## src/rtl/luma_nr_pkg.sv

```systemverilog
package luma_nr_pkg;

  // Per-pixel strobes passed from control to datapath
  typedef struct packed {
    logic accept;     // a pixel is sampled this cycle
    logic lineFirst;  // sampled pixel is the first of its line
    logic border;     // sampled pixel lies in a block border zone
  } pixStrobe_t;

endpackage

```

## src/rtl/luma_nr_edge_zone.sv

```systemverilog
module luma_nr_edge_zone #(
  parameter int POS_W     = 12,
  parameter int BASE_LOG2 = 3
) (
  input  logic [POS_W-1:0] pos,
  input  logic             largeBlocks,
  input  logic             wideBorder,
  output logic             inZone
);

  localparam logic [POS_W-1:0] SMALL_MASK = POS_W'((1 << BASE_LOG2) - 1);
  localparam logic [POS_W-1:0] LARGE_MASK = POS_W'((1 << (BASE_LOG2 + 1)) - 1);

  logic [POS_W-1:0] blockMask;
  logic [POS_W-1:0] offset;
  logic [POS_W-1:0] halfZone;

  always_comb begin
    blockMask = largeBlocks ? LARGE_MASK : SMALL_MASK;
    offset    = pos & blockMask;
    halfZone  = wideBorder ? POS_W'(2) : POS_W'(1);
    inZone    = (offset < halfZone) || (offset > (blockMask - halfZone));
  end

endmodule

```

## src/rtl/luma_nr_ctrl.sv

```systemverilog
module luma_nr_ctrl
  import luma_nr_pkg::*;
#(
  parameter int POS_W     = 12,
  parameter int BASE_LOG2 = 3
) (
  input  logic       clk,
  input  logic       rstN,
  input  logic       lineStart,
  input  logic       frameStart,
  input  logic       largeBlocks,
  input  logic       wideBorder,
  output pixStrobe_t strb
);

  localparam int AXES = 2;

  logic             phaseQ;
  logic             syncedQ;
  logic [POS_W-1:0] hCountQ;
  logic [POS_W-1:0] vLineQ;
  logic             startPix;
  logic             accept;
  logic [POS_W-1:0] curH;
  logic [POS_W-1:0] curV;
  logic [POS_W-1:0] axisPos [AXES];
  logic [AXES-1:0]  zoneHit;

  assign startPix = lineStart | frameStart;
  assign accept   = frameStart | (syncedQ & (lineStart | ~phaseQ));

  always_comb begin
    curH = startPix ? '0 : hCountQ;
    if (frameStart)     curV = '0;
    else if (lineStart) curV = vLineQ + POS_W'(1);
    else                curV = vLineQ;
  end

  always_ff @(posedge clk) begin
    if (!rstN) begin
      phaseQ  <= 1'b0;
      syncedQ <= 1'b0;
      hCountQ <= '0;
      vLineQ  <= '0;
    end else begin
      if (frameStart) syncedQ <= 1'b1;
      if (startPix) phaseQ <= 1'b1;
      else          phaseQ <= ~phaseQ;
      if (accept) begin
        hCountQ <= curH + POS_W'(1);
        vLineQ  <= curV;
      end
    end
  end

  assign axisPos[0] = curH;
  assign axisPos[1] = curV;

  for (genvar a = 0; a < AXES; a++) begin : g_axis
    luma_nr_edge_zone #(
      .POS_W    (POS_W),
      .BASE_LOG2(BASE_LOG2)
    ) u_zone (
      .pos        (axisPos[a]),
      .largeBlocks(largeBlocks),
      .wideBorder (wideBorder),
      .inZone     (zoneHit[a])
    );
  end

  assign strb.accept    = accept;
  assign strb.lineFirst = startPix;
  assign strb.border    = |zoneHit;


  accept_cadence_chk: assert property (@(posedge clk) disable iff (!rstN)
    strb.accept |=> (!strb.accept || lineStart || frameStart));


  frame_origin_chk: assert property (@(posedge clk) disable iff (!rstN)
    frameStart |-> (strb.accept && strb.lineFirst && strb.border));

endmodule

```

## src/rtl/luma_nr_datapath.sv

```systemverilog
module luma_nr_datapath
  import luma_nr_pkg::*;
#(
  parameter int DATA_W = 8,
  parameter int THR_W  = 6,
  parameter int GAIN_W = 4
) (
  input  logic              clk,
  input  logic              rstN,
  input  pixStrobe_t        strb,
  input  logic [DATA_W-1:0] lumaIn,
  input  logic              sharpenMode,
  input  logic [THR_W-1:0]  coreThreshold,
  input  logic [GAIN_W-1:0] gainBorder,
  input  logic [GAIN_W-1:0] gainInterior,
  output logic [DATA_W-1:0] lumaOut,
  output logic              lumaOutValid
);

  localparam int DET_W  = DATA_W + 2;
  localparam int GC_W   = GAIN_W + 1;
  localparam int PROD_W = DET_W + GC_W;
  localparam int RES_W  = PROD_W + 1;
  localparam logic [GAIN_W-1:0] GAIN_MAX = GAIN_W'(1 << (GAIN_W - 1));
  localparam logic signed [RES_W-1:0] PIX_MAX = RES_W'((1 << DATA_W) - 1);

  // three-pixel window
  logic [DATA_W-1:0] leftQ, cenQ, rightQ;
  logic cenFirstQ, rightFirstQ;
  logic cenBorderQ, rightBorderQ;
  logic cenValidQ, rightValidQ;
  logic evalQ;

  always_ff @(posedge clk) begin
    if (!rstN) begin
      leftQ        <= '0;
      cenQ         <= '0;
      rightQ       <= '0;
      cenFirstQ    <= 1'b0;
      rightFirstQ  <= 1'b0;
      cenBorderQ   <= 1'b0;
      rightBorderQ <= 1'b0;
      cenValidQ    <= 1'b0;
      rightValidQ  <= 1'b0;
      evalQ        <= 1'b0;
    end else begin
      evalQ <= strb.accept;
      if (strb.accept) begin
        leftQ        <= cenQ;
        cenQ         <= rightQ;
        rightQ       <= lumaIn;
        cenFirstQ    <= rightFirstQ;
        rightFirstQ  <= strb.lineFirst;
        cenBorderQ   <= rightBorderQ;
        rightBorderQ <= strb.border;
        cenValidQ    <= rightValidQ;
        rightValidQ  <= 1'b1;
      end
    end
  end

  // detail filter and threshold test
  logic [DATA_W-1:0]       leftEff, rightEff, avgPix;
  logic [DATA_W:0]         pairSum;
  logic signed [DET_W-1:0] detail;
  logic [DET_W-1:0]        detailMag;
  logic [DET_W-1:0]        thrExt;
  logic                    passSel;
  logic [GAIN_W-1:0]       gainRaw, gainSat;

  always_comb begin
    leftEff   = cenFirstQ ? cenQ : leftQ;
    rightEff  = rightFirstQ ? cenQ : rightQ;
    pairSum   = {1'b0, leftEff} + {1'b0, rightEff};
    avgPix    = pairSum[DATA_W:1];
    detail    = $signed({2'b00, cenQ}) - $signed({2'b00, avgPix});
    detailMag = detail[DET_W-1] ? DET_W'(-detail) : DET_W'(detail);
    thrExt    = DET_W'(coreThreshold);
    passSel   = sharpenMode ? (detailMag > thrExt) : (detailMag < thrExt);
    gainRaw   = cenBorderQ ? gainBorder : gainInterior;
    gainSat   = (gainRaw > GAIN_MAX) ? GAIN_MAX : gainRaw;
  end

  // stage 1 registers
  logic                    s1Valid;
  logic [DATA_W-1:0]       s1Cen;
  logic signed [DET_W-1:0] s1Det;
  logic                    s1Pass;
  logic [GAIN_W-1:0]       s1Gain;
  logic                    s1Sharp;

  always_ff @(posedge clk) begin
    if (!rstN) begin
      s1Valid <= 1'b0;
      s1Cen   <= '0;
      s1Det   <= '0;
      s1Pass  <= 1'b0;
      s1Gain  <= '0;
      s1Sharp <= 1'b0;
    end else begin
      s1Valid <= evalQ & cenValidQ;
      if (evalQ) begin
        s1Cen   <= cenQ;
        s1Det   <= detail;
        s1Pass  <= passSel;
        s1Gain  <= gainSat;
        s1Sharp <= sharpenMode;
      end
    end
  end

  // stage 2: scale, apply, clamp
  logic signed [PROD_W-1:0] prod, scaled;
  logic signed [RES_W-1:0]  cenExt, scaledExt, adjusted;
  logic [DATA_W-1:0]        clamped;

  always_comb begin
    prod      = PROD_W'(s1Det) * PROD_W'($signed({1'b0, s1Gain}));
    scaled    = s1Sharp ? (prod >>> GAIN_W) : (prod >>> (GAIN_W - 1));
    cenExt    = $signed({{(RES_W - DATA_W){1'b0}}, s1Cen});
    scaledExt = RES_W'(scaled);
    if (!s1Pass)      adjusted = cenExt;
    else if (s1Sharp) adjusted = cenExt + scaledExt;
    else              adjusted = cenExt - scaledExt;
    if (adjusted < 0)            clamped = '0;
    else if (adjusted > PIX_MAX) clamped = '1;
    else                         clamped = adjusted[DATA_W-1:0];
  end

  always_ff @(posedge clk) begin
    if (!rstN) begin
      lumaOut      <= '0;
      lumaOutValid <= 1'b0;
    end else begin
      lumaOutValid <= s1Valid;
      if (s1Valid) lumaOut <= clamped;
    end
  end


  out_timing_chk: assert property (@(posedge clk) disable iff (!rstN)
    lumaOutValid |-> $past(strb.accept, 3));


  nr_direction_chk: assert property (@(posedge clk) disable iff (!rstN)
    (lumaOutValid && !$past(s1Sharp)) |->
      ($past(s1Det[DET_W-1]) ? (lumaOut >= $past(s1Cen)) : (lumaOut <= $past(s1Cen))));


  sharp_direction_chk: assert property (@(posedge clk) disable iff (!rstN)
    (lumaOutValid && $past(s1Sharp)) |->
      ($past(s1Det[DET_W-1]) ? (lumaOut <= $past(s1Cen)) : (lumaOut >= $past(s1Cen))));

endmodule

```

## src/rtl/luma_coring_nr.sv

```systemverilog
module luma_coring_nr
  import luma_nr_pkg::*;
#(
  parameter int DATA_W    = 8,
  parameter int THR_W     = 6,
  parameter int GAIN_W    = 4,
  parameter int POS_W     = 12,
  parameter int BASE_LOG2 = 3
) (
  input  logic              clk,
  input  logic              rstN,
  input  logic [DATA_W-1:0] lumaIn,
  input  logic              lineStart,
  input  logic              frameStart,
  input  logic              sharpenMode,
  input  logic [THR_W-1:0]  coreThreshold,
  input  logic [GAIN_W-1:0] gainBorder,
  input  logic [GAIN_W-1:0] gainInterior,
  input  logic              largeBlocks,
  input  logic              wideBorder,
  output logic [DATA_W-1:0] lumaOut,
  output logic              lumaOutValid
);

  pixStrobe_t strb;

  luma_nr_ctrl #(
    .POS_W    (POS_W),
    .BASE_LOG2(BASE_LOG2)
  ) u_ctrl (
    .clk        (clk),
    .rstN       (rstN),
    .lineStart  (lineStart),
    .frameStart (frameStart),
    .largeBlocks(largeBlocks),
    .wideBorder (wideBorder),
    .strb       (strb)
  );

  luma_nr_datapath #(
    .DATA_W(DATA_W),
    .THR_W (THR_W),
    .GAIN_W(GAIN_W)
  ) u_dp (
    .clk          (clk),
    .rstN         (rstN),
    .strb         (strb),
    .lumaIn       (lumaIn),
    .sharpenMode  (sharpenMode),
    .coreThreshold(coreThreshold),
    .gainBorder   (gainBorder),
    .gainInterior (gainInterior),
    .lumaOut      (lumaOut),
    .lumaOutValid (lumaOutValid)
  );

endmodule

```

## config.mk

```make
export PLATFORM = sky130hd
export DESIGN_NAME = luma_coring_nr
export DESIGN_NICKNAME = d
export VERILOG_FILES = /design/src/rtl/luma_nr_pkg.sv /design/src/rtl/luma_nr_edge_zone.sv /design/src/rtl/luma_nr_ctrl.sv /design/src/rtl/luma_nr_datapath.sv /design/src/rtl/luma_coring_nr.sv
export SDC_FILE = /design/constraint.sdc
export NUM_CORES = 1
export LEC_CHECK = 0
export CAP_MARGIN = 15
export CORE_ASPECT_RATIO = 0.6
export CORE_MARGIN = 4
export CORE_UTILIZATION = 40
export DETAILED_ROUTE_END_ITERATION = 12
export GPL_TIMING_DRIVEN = 0
export SLEW_MARGIN = 5
export SYNTH_ARGS = -nofsm -noshare
export SYNTH_HDL_FRONTEND = slang
export SYNTH_SLANG_ARGS = --single-unit
```

## constraint.sdc

```tcl
create_clock -name clk -period 12 [get_ports clk]
set_input_delay 2.4 -clock clk [delete_from_list [all_inputs] [get_ports clk]]
set_output_delay 2.4 -clock clk [all_outputs]
set_load 0.02 [all_outputs]
```

# Word-level counts from Yosys, hierarchy flattened
# Index checks and enable logic that the tools add are counted.
# totals
out_inout_bits	9
register_bits	90
elab_cells	68
# classes
n_mux	17
order_cmp	9
bitwise_logic	8
multipliers	1
addsub	8
reduce_logical	3
# op_table
cell	n
2-to-1 mux 12 bit	3
2-to-1 mux 16 bit	2
2-to-1 mux 8 bit	4
adder 12 x 1 -> 12 bit (second input constant)	2
AND 12 bit	2
> comparator 12 bit	2
2-to-1 mux 10 bit	2
> comparator 16 x 9 -> 1 bit (second input constant)	1
< comparator 16 x 1 -> 1 bit (second input constant)	1
multiplier 9 x 5 -> 14 bit	1
adder 9 x 11 -> 12 bit	1
< comparator 12 bit	1
< comparator 12 x 2 -> 1 bit	1
2-to-1 mux 4 bit	3
subtractor 12 x 2 -> 12 bit	1
subtractor 9 x 11 -> 12 bit	1
> comparator 10 x 6 -> 1 bit	1
< comparator 10 x 6 -> 1 bit	1
negation 9 -> 10 bit	1
adder 8 x 8 -> 9 bit	1
subtractor 8 x 8 -> 9 bit	1
> comparator 4 bit (second input constant)	1
bitwise OR 1 bit	3
AND 1 bit	2
other kinds (5)	7

# Longest topological paths before layout
# Gate-level depths: netlist (run 1).
# depth
ltp_word	8
depth_mapped	27
mapped_depth_nobuf	27

# Cells and area by module
# From an unflattened synthesis (run 1), not the netlist that was laid out.
# hier_totals
hier_cells	894
area_unflattened_um2	7648.6
# modules_own_cells
mod	cells_each	area_per_inst_um2	n_inst	seq_area_each_um2
luma_nr_datapath	668	5884.4	1	1281.2
luma_nr_ctrl	198	1526.5	1	520.5
luma_nr_edge_zone	14	118.9	2	0.0

# Worst setup path after synthesis (run 1)
# No wires, ideal clock.
# synth_timing
path_type	register -> register
start	reg u_dp.s1Gain[2]
end	reg u_dp.lumaOut[1]
period_less_slack_ns	5.437
path_buffers	0
setup_slack_ns	6.563
t_arrival_ns	5.360
setup_ns	0.077
path_stages_with_launch	28
cell_sequence	dfxtp_1 -> and2_1 -> ha_1 -> inv_1 -> fa_1 -> inv_1 -> fa_1 -> ha_1 -> a21oi_1 -> o21ai_1 -> xor2_1 -> mux2i_1 -> ha_1 -> nor2b_1 -> nand2_1 -> xnor2_1 -> nand2_1 -> o21ai_0 -> ha_1 -> o21ai_0 -> a21oi_1 -> o21ai_1 -> nand2b_1 -> a21oi_1 -> nor2_1 -> mux2_4 -> a32o_2 -> a41oi_2
# synth_via
elab_chain_cells	8
elab_cells_between_ends	10
classes_between	add/sub: 2; mul: 1; order compare: 2; mux: 5
# synth_lines
item	line	text
start: declaration	luma_nr_datapath.sv:89	logic [GAIN_W-1:0] s1Gain;
start signal: assignment	luma_nr_datapath.sv:106	s1Gain <= gainSat;
multiplier 9 x 5 -> 14 bit (*)	luma_nr_datapath.sv:118	prod = PROD_W'(s1Det) * PROD_W'($signed({1'b0, s1Gain}));
2-to-1 mux 10 bit	luma_nr_datapath.sv:119	scaled = s1Sharp ? (prod >>> GAIN_W) : (prod >>> (GAIN_W - 1));
subtractor 9 x 11 -> 12 bit or adder 9 x 11 -> 12 bit (tied branches)	luma_nr_datapath.sv:124, luma_nr_datapath.sv:123	
2-to-1 mux 16 bit (*)	luma_nr_datapath.sv:123	else if (s1Sharp) adjusted = cenExt + scaledExt;
2-to-1 mux 16 bit (*)	luma_nr_datapath.sv:122	if (!s1Pass) adjusted = cenExt;
> comparator 16 x 9 -> 1 bit	luma_nr_datapath.sv:126	else if (adjusted > PIX_MAX) clamped = '1;
2-to-1 mux 8 bit	luma_nr_datapath.sv:126	
2-to-1 mux 8 bit (*)	luma_nr_datapath.sv:125	if (adjusted < 0) clamped = '0;
end signal: assignment	luma_nr_datapath.sv:136	if (s1Valid) lumaOut <= clamped;
end: declaration	luma_nr_datapath.sv:16	output logic [DATA_W-1:0] lumaOut,
# Every way passes the cells marked *; elsewhere a longest branch is shown, timed or not.
# A chain may end at the register's enable or synchronous reset.

# Worst setup path in the final report (run 1)
# layout_timing
start	reg u_dp.s1Gain[2]
end	reg u_dp.lumaOut[6]
# Same word-level chain as after synthesis.

==> impl_results.md, run 1 <==
* Area grow syn2layout at 14.52%
* Top_reg_cell synth: dfxtp_1
* Critical path type: reg2reg
* Routed WL per cell at 15.81 um
* Nets at 932
* Core Util, Final at 47.35%
* Fin. max-slew vios at 0
* Worst Clk Skew at 0.008067 ns
* Count leader, synth: nand2_1
* Placement row count at 35
* CP Launch Type: flop
* Switching power at 0.0003276 W
* Placed cells at 1007
* Cell Pwr Density at 127.0 nW/um2
* ANT nets after route at 0
* Fmax at 157.6 MHz
* Post-Syn Nets at 886
* WL final at 16170 um
* Endpoints failing hold at 0
* Clock share of power at 31.7%
* Launch point of the worst reg-to-reg path: u_dp.s1Gain[2]
* Worst-path fanout max at 10
* CTS Sinks at 74
* DRC at 0
* CTS tree: done
* Synthesized instance count at 769
* Status: finished, final reports clean
* PortBufs at 35
* Vias/cell at 5.366
* Core area at 15500 um2
* Setup TNS Final at 0 ns
* Total gr overflow at 0
* P_int at 0.0006048 W
* Largest net degree at the start of global routing at 15
* CP Data Required Time at 12.24 ns
* EDFF count, synth at 0
* First DRT Iteration DRCs at 301
* Chip Height at 106.1 um
* Die area at 18180 um2
* Clock tree buffer depth at 2
* Yosys warning count at 0
* Starting Density at 41.35%
* Net Sw Frac at 35.13%
* # fillers at 1494
* Unrepaired setup endpoints after global routing: false
* Detailed placer's ending HPWL at 13090 um
* Reg clk slew, reported paths at 0.06 ns
* Die X at 171.4 um
* Ratio of final minimum period to clock period at 52.88%
* Worst-Margin Slew at 0.7785 ns
* VDD IR max at 74.95 uV
* Root buffer cell: clkbuf_16
* WP data arrival at 6.59 ns
* Number of synthesized register bits at 74
* Drt first pass iters at 5
* Min-delay src: u_dp.rightValidQ
* Initial antenna violation count at 0
* Routed via count at 5489
* Resized cells post-CTS at 0
* Synth top cells by count: nand2_1, dfxtp_1, ha_1, nor2_1, inv_1
* Vias in the first global route at 5274
* Non-Filler Instances at 1023
* CP startpoint: u_dp.s1Gain[2]
* # H-tree levels at 3
* Postcts setup bufs at 0
* Leakage at 3.223 nW
* Top cells by area, synth: dfxtp_1, ha_1, fa_1
* Comb pwr share at 38.7%
* Ant. Diodes at 0
* Area leader, netlist: dfxtp_1
* CP Capture Type: flop
* CTS Hold Buffers Added at 0
* First-pass GRT wire length at 26710 um
* Total track usage at 18.11%
* I/O pin cnt at 38
* Layout cells sized above 1 at 5.976%
* Share of the synthesized area in the top cell type at 23.11%
* Setup violators final at 0
* Synth Area per Inst at 8.335 um2
* Fraction of registers with async set/reset at 0%
* CTS Buf Count at 9
* Sequential Power Share at 29.7%
* Synth unique cells at 66
* Cell Area, Synth at 6410 um2
* Crit path time final at 6.345 ns
* Clk Latency, worst-skew pair at 0.34 ns
* Sequential cell area fraction in the yosys report at 23.11%
* Worst Hold Class: reg2reg
* Gpl congestion at 0.8633
* Relative slew slack at 47.70%
* Maxcap violations at 0
## through the flow
step	hold slack [ns]	instance area, um2	worst slack [ns]	total power, W
final	0.4590	7341	5.655	0.0009324
after floorplan	0.4273	6410	6.563	0.0005555
after CTS	0.4589	7341	5.709	0.0009361
after detailed placement	0.4450	7014	5.744	0.0006377
after global placement	0.4360	7014	5.995	0.0006264
after global routing	0.4886	7341	5.168	0.0009942
## final timing paths
check | to | slack [ns] | cells past startpoint
setup / recovery | u_dp.lumaOut[6] | 5.65 | 27
hold / removal | u_dp.rightValidQ | 0.46 | 1
setup reg to reg | u_dp.lumaOut[6] | 5.65 | 27
hold reg to reg | u_dp.rightValidQ | 0.46 | 1
## state kept, by name, summed over array words and instances, names as in the netlist, 4 cells and up
register,cells
u_dp.lumaOut,8
u_dp.s1Gain,4
u_dp.s1Cen,8
u_dp.s1Det,9
u_dp.cenQ,8
u_dp.leftQ,8
u_ctrl.vLineQ,4
u_dp.rightQ,8
u_ctrl.hCountQ,4
## logic make-up after synthesis
kind of cell	count (synthesis)	share of synthesized area, %
simple gates	266	19.81
compound gates	184	20.38
flops	74	23.11
fa+ha+maj	88	19.75
buf+inv	82	4.919
mux	39	6.480
xor+xnor	36	5.544
## per-layer routing
layer	vias to the layer above	wire, um	track usage, %
met5	-	0	0
met4	0	49	3.053
met1	2639	9224	28.58
met3	4	525	2.861
met2	87	6371	25.92
li1	2759	-	-
## final cells by class
class / instances / area, um2 / area share, %
buffer: 31 / 123.9 / 1.687
tap: 203 / 254.0 / 3.460
inverter: 51 / 191.4 / 2.608
clock inverter: 7 / 101.3 / 1.381
sequential: 74 / 1481 / 20.18
timing repair buffer: 35 / 350.3 / 4.772
clock buffer: 9 / 225.2 / 3.068
multi-input combinational: 613 / 4613 / 62.84
## power groups by stage
stage	Combinational, W	Sequential [W]	Clock, W
3_3_place_gp	0.000346	0.000281	0
4_1_cts	0.000359	0.000276	0.000301
3_5_place_dp	0.000356	0.000282	0
5_1_grt	0.000406	0.000278	0.000310
6_report	0.000360	0.000276	0.000296
2_1_floorplan	0.000281	0.000274	0
## cells in the final DEF (no fill, tap or decap), types with 4 or more instances in the layout
cell type / count
mux2i_1: 22
a22oi_1: 11
o21ai_0: 21
nand3_1: 10
clkbuf_1: 27
nor3_1: 4
or2_2: 4
xor2_1: 12
o211a_1: 7
nor2b_1: 27
or3_1: 4
a31oi_1: 11
a21o_1: 12
nand4_1: 5
o22ai_1: 6
dfxtp_1: 74
and2_1: 36
clkbuf_16: 9
o21a_1: 8
mux2_2: 16
inv_1: 50
a21oi_1: 31
a21boi_1: 4
xnor2_1: 21
o21ai_1: 6
nand2b_1: 6
nor2_1: 54
clkdlybuf4s50_1: 35
nand2_1: 105
ha_1: 66
fa_1: 22
a21boi_0: 33
## worst max-delay path, cell delays in order (launching register included)
cell and delay [ns]:
dfxtp_1 0.40, and2_1 0.21, ha_1 0.28, inv_1 0.06, fa_1 0.53, inv_1 0.05
fa_1 0.47, ha_1 0.41, nand4_1 0.12, o21ai_1 0.18, xor2_1 0.16, mux2i_1 0.17
ha_1 0.19, nor2b_1 0.45, nand2_1 0.14, xnor2_1 0.14, nand2_1 0.06, o21ai_0 0.09
ha_1 0.36, o21ai_0 0.25, a21oi_1 0.09, o21ai_1 0.18, nand2b_1 0.08, a21oi_1 0.25
nor2_1 0.08, mux2_4 0.28, a32o_2 0.31, a31oi_1 0.25
No activity file was read; power rests on OpenSTA's default activity.
==> run 2: changes to the inputs <==
==> constraint.sdc (replaced) <==
create_clock -name clk -period 5.5 [get_ports clk]
set_input_delay 1.1 -clock clk [delete_from_list [all_inputs] [get_ports clk]]
set_output_delay 1.1 -clock clk [all_outputs]
set_load 0.02 [all_outputs]
==> run 2 against run 1 <==
First-iteration DRC count is 12% lower. Critical path depth shrank 3. Fmax is 18% higher. Total power up 130%. Design area up 6.3%. Via count is 2.8% higher. Utilization rose by 3.0 points. Sequential share of layout area shrank 1.0 points. Sequential power grew 120%. Clock power up 120%. Register-to-register slack worse by 5.5 ns. Highest routed layer unchanged.
==> impl_results.md, run 2 (synthesis gave the netlist of run 1 again) <==
* Status: finished, final reports clean
* Clock tree buffer depth at 2 (unchanged)
* Fin worst setup slack at 0.1424 ns (-5.512 ns)
* Clk Latency, worst-skew pair at 0.34 ns (about the same)
* Register name with the most flops: u_dp.s1Det
* Max reg flops at 9 (unchanged)
* Initial antenna violation count at 0 (unchanged)
* Drt first pass iters at 5 (unchanged)
* Chip Height at 106.1 um (unchanged)
* Unrepaired setup endpoints after global routing: true
* Reg clk slew, reported paths at 0.06 ns (about the same)
* Leakage at 3.367 nW (+4.5%)
* Die area at 18180 um2 (unchanged)
* Worst Clk Skew at 0.008485 ns (+0.0004179 ns)
* Critical path type: reg2reg
* Root buffer cell: clkbuf_16
* Comb pwr share at 42.0% (+3.3 points)
* # H-tree levels at 3 (unchanged)
* Min-delay src: u_dp.rightValidQ
* CP Data Required Time at 5.68 ns (-6.56 ns)
* Hold endpoint: u_dp.rightValidQ
* Crit path time final at 5.358 ns (-0.9878 ns)
* Maxcap violations at 0 (unchanged)
* Commonest cells after routing, fill and taps aside: nand2_1, dfxtp_1, ha_1
* First-pass GRT wire length at 27290 um (+2.2%)
* R2r worst-path depth at 24 (-11%)
* CP Capture Type: flop
* Worst-path fanout max at 8 (-2)
* Cell Pwr Density at 275.7 nW/um2 (+120%)
* Total gr overflow at 0 (unchanged)
* WL final at 16720 um (+3.4%)
* P_int at 0.001389 W (+130%)
* Largest net degree at the start of global routing at 15 (unchanged)
* WP data arrival at 5.53 ns (-1.06 ns)
* CTS tree: done
* Layout cells sized above 1 at 14.81% (+8.8 points)
* Worst r2r dst: u_dp.lumaOut[1]
* Fin. max-slew vios at 0 (unchanged)
* Clock share of power at 29.9% (-1.8 points)
* Worst Hold Class: reg2reg
* Worst R2R Setup Slack at 0.14 ns (-5.51 ns)
* Endpoints failing hold at 0 (unchanged)
* Net Sw Frac at 35.44% (+0.31 points)
* Cells along the critical path: and2_4 > ha_4 > inv_2 > fa_1 > inv_1 > fa_1 > ha_4 > buf_4 > xnor2_2 > a21o_1 > inv_1 > ha_2 > mux2_2 > ha_1 > a21oi_2 > o21a_1 > a21oi_2 > o21ai_1 > nand2b_1 > a21o_1 > nor2_1 > mux2_4 > a32o_2 > a41oi_2
* Worst-Margin Slew at 0.7428 ns (-0.03572 ns)
* Ant. Diodes at 0 (unchanged)
* Switching power at 0.0007624 W (+130%)
* Area grow syn2layout at 21.71%
* Detailed placer's ending HPWL at 13090 um (unchanged)
* Relative slew slack at 50.48% (+2.8 points)
* Sequential Power Share at 28.1% (-1.6 points)
* VDD IR max at 163.6 uV (+120%)
* CTS Buf Count at 9 (unchanged)
* Die X at 171.4 um (unchanged)
* CP Launch Type: flop
* Setup violators final at 0 (unchanged)
* Ratio of final minimum period to clock period at 97.41% (+45 points)
* CTS Sinks at 74 (unchanged)
* I/O pin cnt at 38 (unchanged)
* Non-Filler Instances at 1040 (+1.7%)
* ANT nets after route at 0 (unchanged)
* Launch point of the worst reg-to-reg path: u_dp.s1Gain[2]
* Critical path's largest stage delay at 0.48 ns (-0.05 ns)
* Vias in the first global route at 5380 (+2.0%)
* Placed cells at 1007 (unchanged)
* Vias/cell at 5.428 (+1.2%)
* Routed via count at 5645 (+2.8%)
* CTS Hold Buffers Added at 0 (unchanged)
* Most common cell after layout, fill and taps aside: nand2_1
* Routed WL per cell at 16.08 um (+1.7%)
* Fmax at 186.7 MHz (+18%)
* PortBufs at 35 (unchanged)
* Core area at 15500 um2 (unchanged)
* Hold Path Stages at 1 (unchanged)
* Nets at 949 (+1.8%)
* Total track usage at 18.49% (+0.39 points)
* First DRT Iteration DRCs at 265 (-12%)
* Gpl congestion at 0.8633 (unchanged)
* Slowest-stage cell, CP: fa_1
* Setup WS pre-CTS at -0.7563 ns (-6.500 ns)
* Starting Density at 41.35% (unchanged)
* DRC at 0 (unchanged)
* Placement row count at 35 (unchanged)
[run 2: cell type report]
type                            instances  area, um2
Inverter                               51      191.4
Tap cell                              203      254.0
Clock buffer                            9      225.2
Timing Repair Buffer                   53      485.5
Sequential cell                        74       1494
Multi-Input combinational cell        613       4925
Buffer                                 30      125.1
Clock inverter                          7      101.3
Fill cell                            1466       7701
[run 2: worst max-delay path: cells and delay by family, from the launching register on]
| family | cells | cell delay (ns) |
|---|---|---|
| fa+ha+maj | 6 | 2.03 |
| compound gates | 8 | 1.46 |
| mux | 2 | 0.42 |
| simple gates | 3 | 0.40 |
| flops | 1 | 0.36 |
| buf+inv | 4 | 0.27 |
| xor+xnor | 1 | 0.25 |
[run 2: power by group through the flow]
stage,clock [W],sequential (W),combinational (W)
2_1_floorplan,0,0.000598,0.000614
3_3_place_gp,0,0.000613,0.000754
3_5_place_dp,0,0.000614,0.000777
4_1_cts,0.000657,0.000604,0.000817
5_1_grt,0.000677,0.000609,0.00101
6_report,0.000643,0.000605,0.000903
[run 2: what timing repair did]
| action | in CTS | in global routing |
|---|---|---|
| pin swaps | 8 | 44 |
| setup buffers | 6 | 12 |
| hold endpoints to repair | 0 | 0 |
| setup endpoints to repair | 9 | 9 |
| resized for setup | 26 | 55 |
[run 2: worst max path at each step]
| stage | start | endpoint | slack (ns) | cells past startpoint |
|---|---|---|---|---|
| final | u_dp.s1Gain[2] | u_dp.lumaOut[1] | 0.14 | 24 |
| after global routing | u_dp.s1Gain[3] | u_dp.lumaOut[4] | -0.12 | 24 |
| after CTS | u_dp.s1Gain[2] | u_dp.lumaOut[6] | -0.02 | 24 |
| after detailed placement | u_dp.s1Gain[2] | u_dp.lumaOut[6] | -0.76 | 27 |
| after global placement | u_dp.s1Gain[2] | u_dp.lumaOut[1] | -0.50 | 27 |
| after floorplan | u_dp.s1Gain[2] | u_dp.lumaOut[1] | 0.06 | 27 |
[run 2: metrics by stage]
stage / power, W / TNS, ns / hold WS (ns) / util (%) / instance area (um2)
finish: 0.002151 / 0 / 0.4590 / 50.32 / 7801
CTS: 0.002078 / -0.02468 / 0.4589 / 48.43 / 7507
floorplan: 0.001212 / 0 / 0.4273 / - / 6410
global placement: 0.001367 / -4.231 / 0.4360 / 45.25 / 7014
global route: 0.002291 / -0.8510 / 0.4886 / 50.32 / 7801
detailed placement: 0.001391 / -6.044 / 0.4450 / 45.25 / 7014
[run 2: routing by layer]
layer / up-vias / wire length (um) / GRT usage, %
li1: 2797 / - / -
met3: 9 / 695 / 3.159
met5: - / 0 / 0
met1: 2729 / 9099 / 28.66
met2: 110 / 6822 / 26.90
met4: 0 / 104 / 3.222
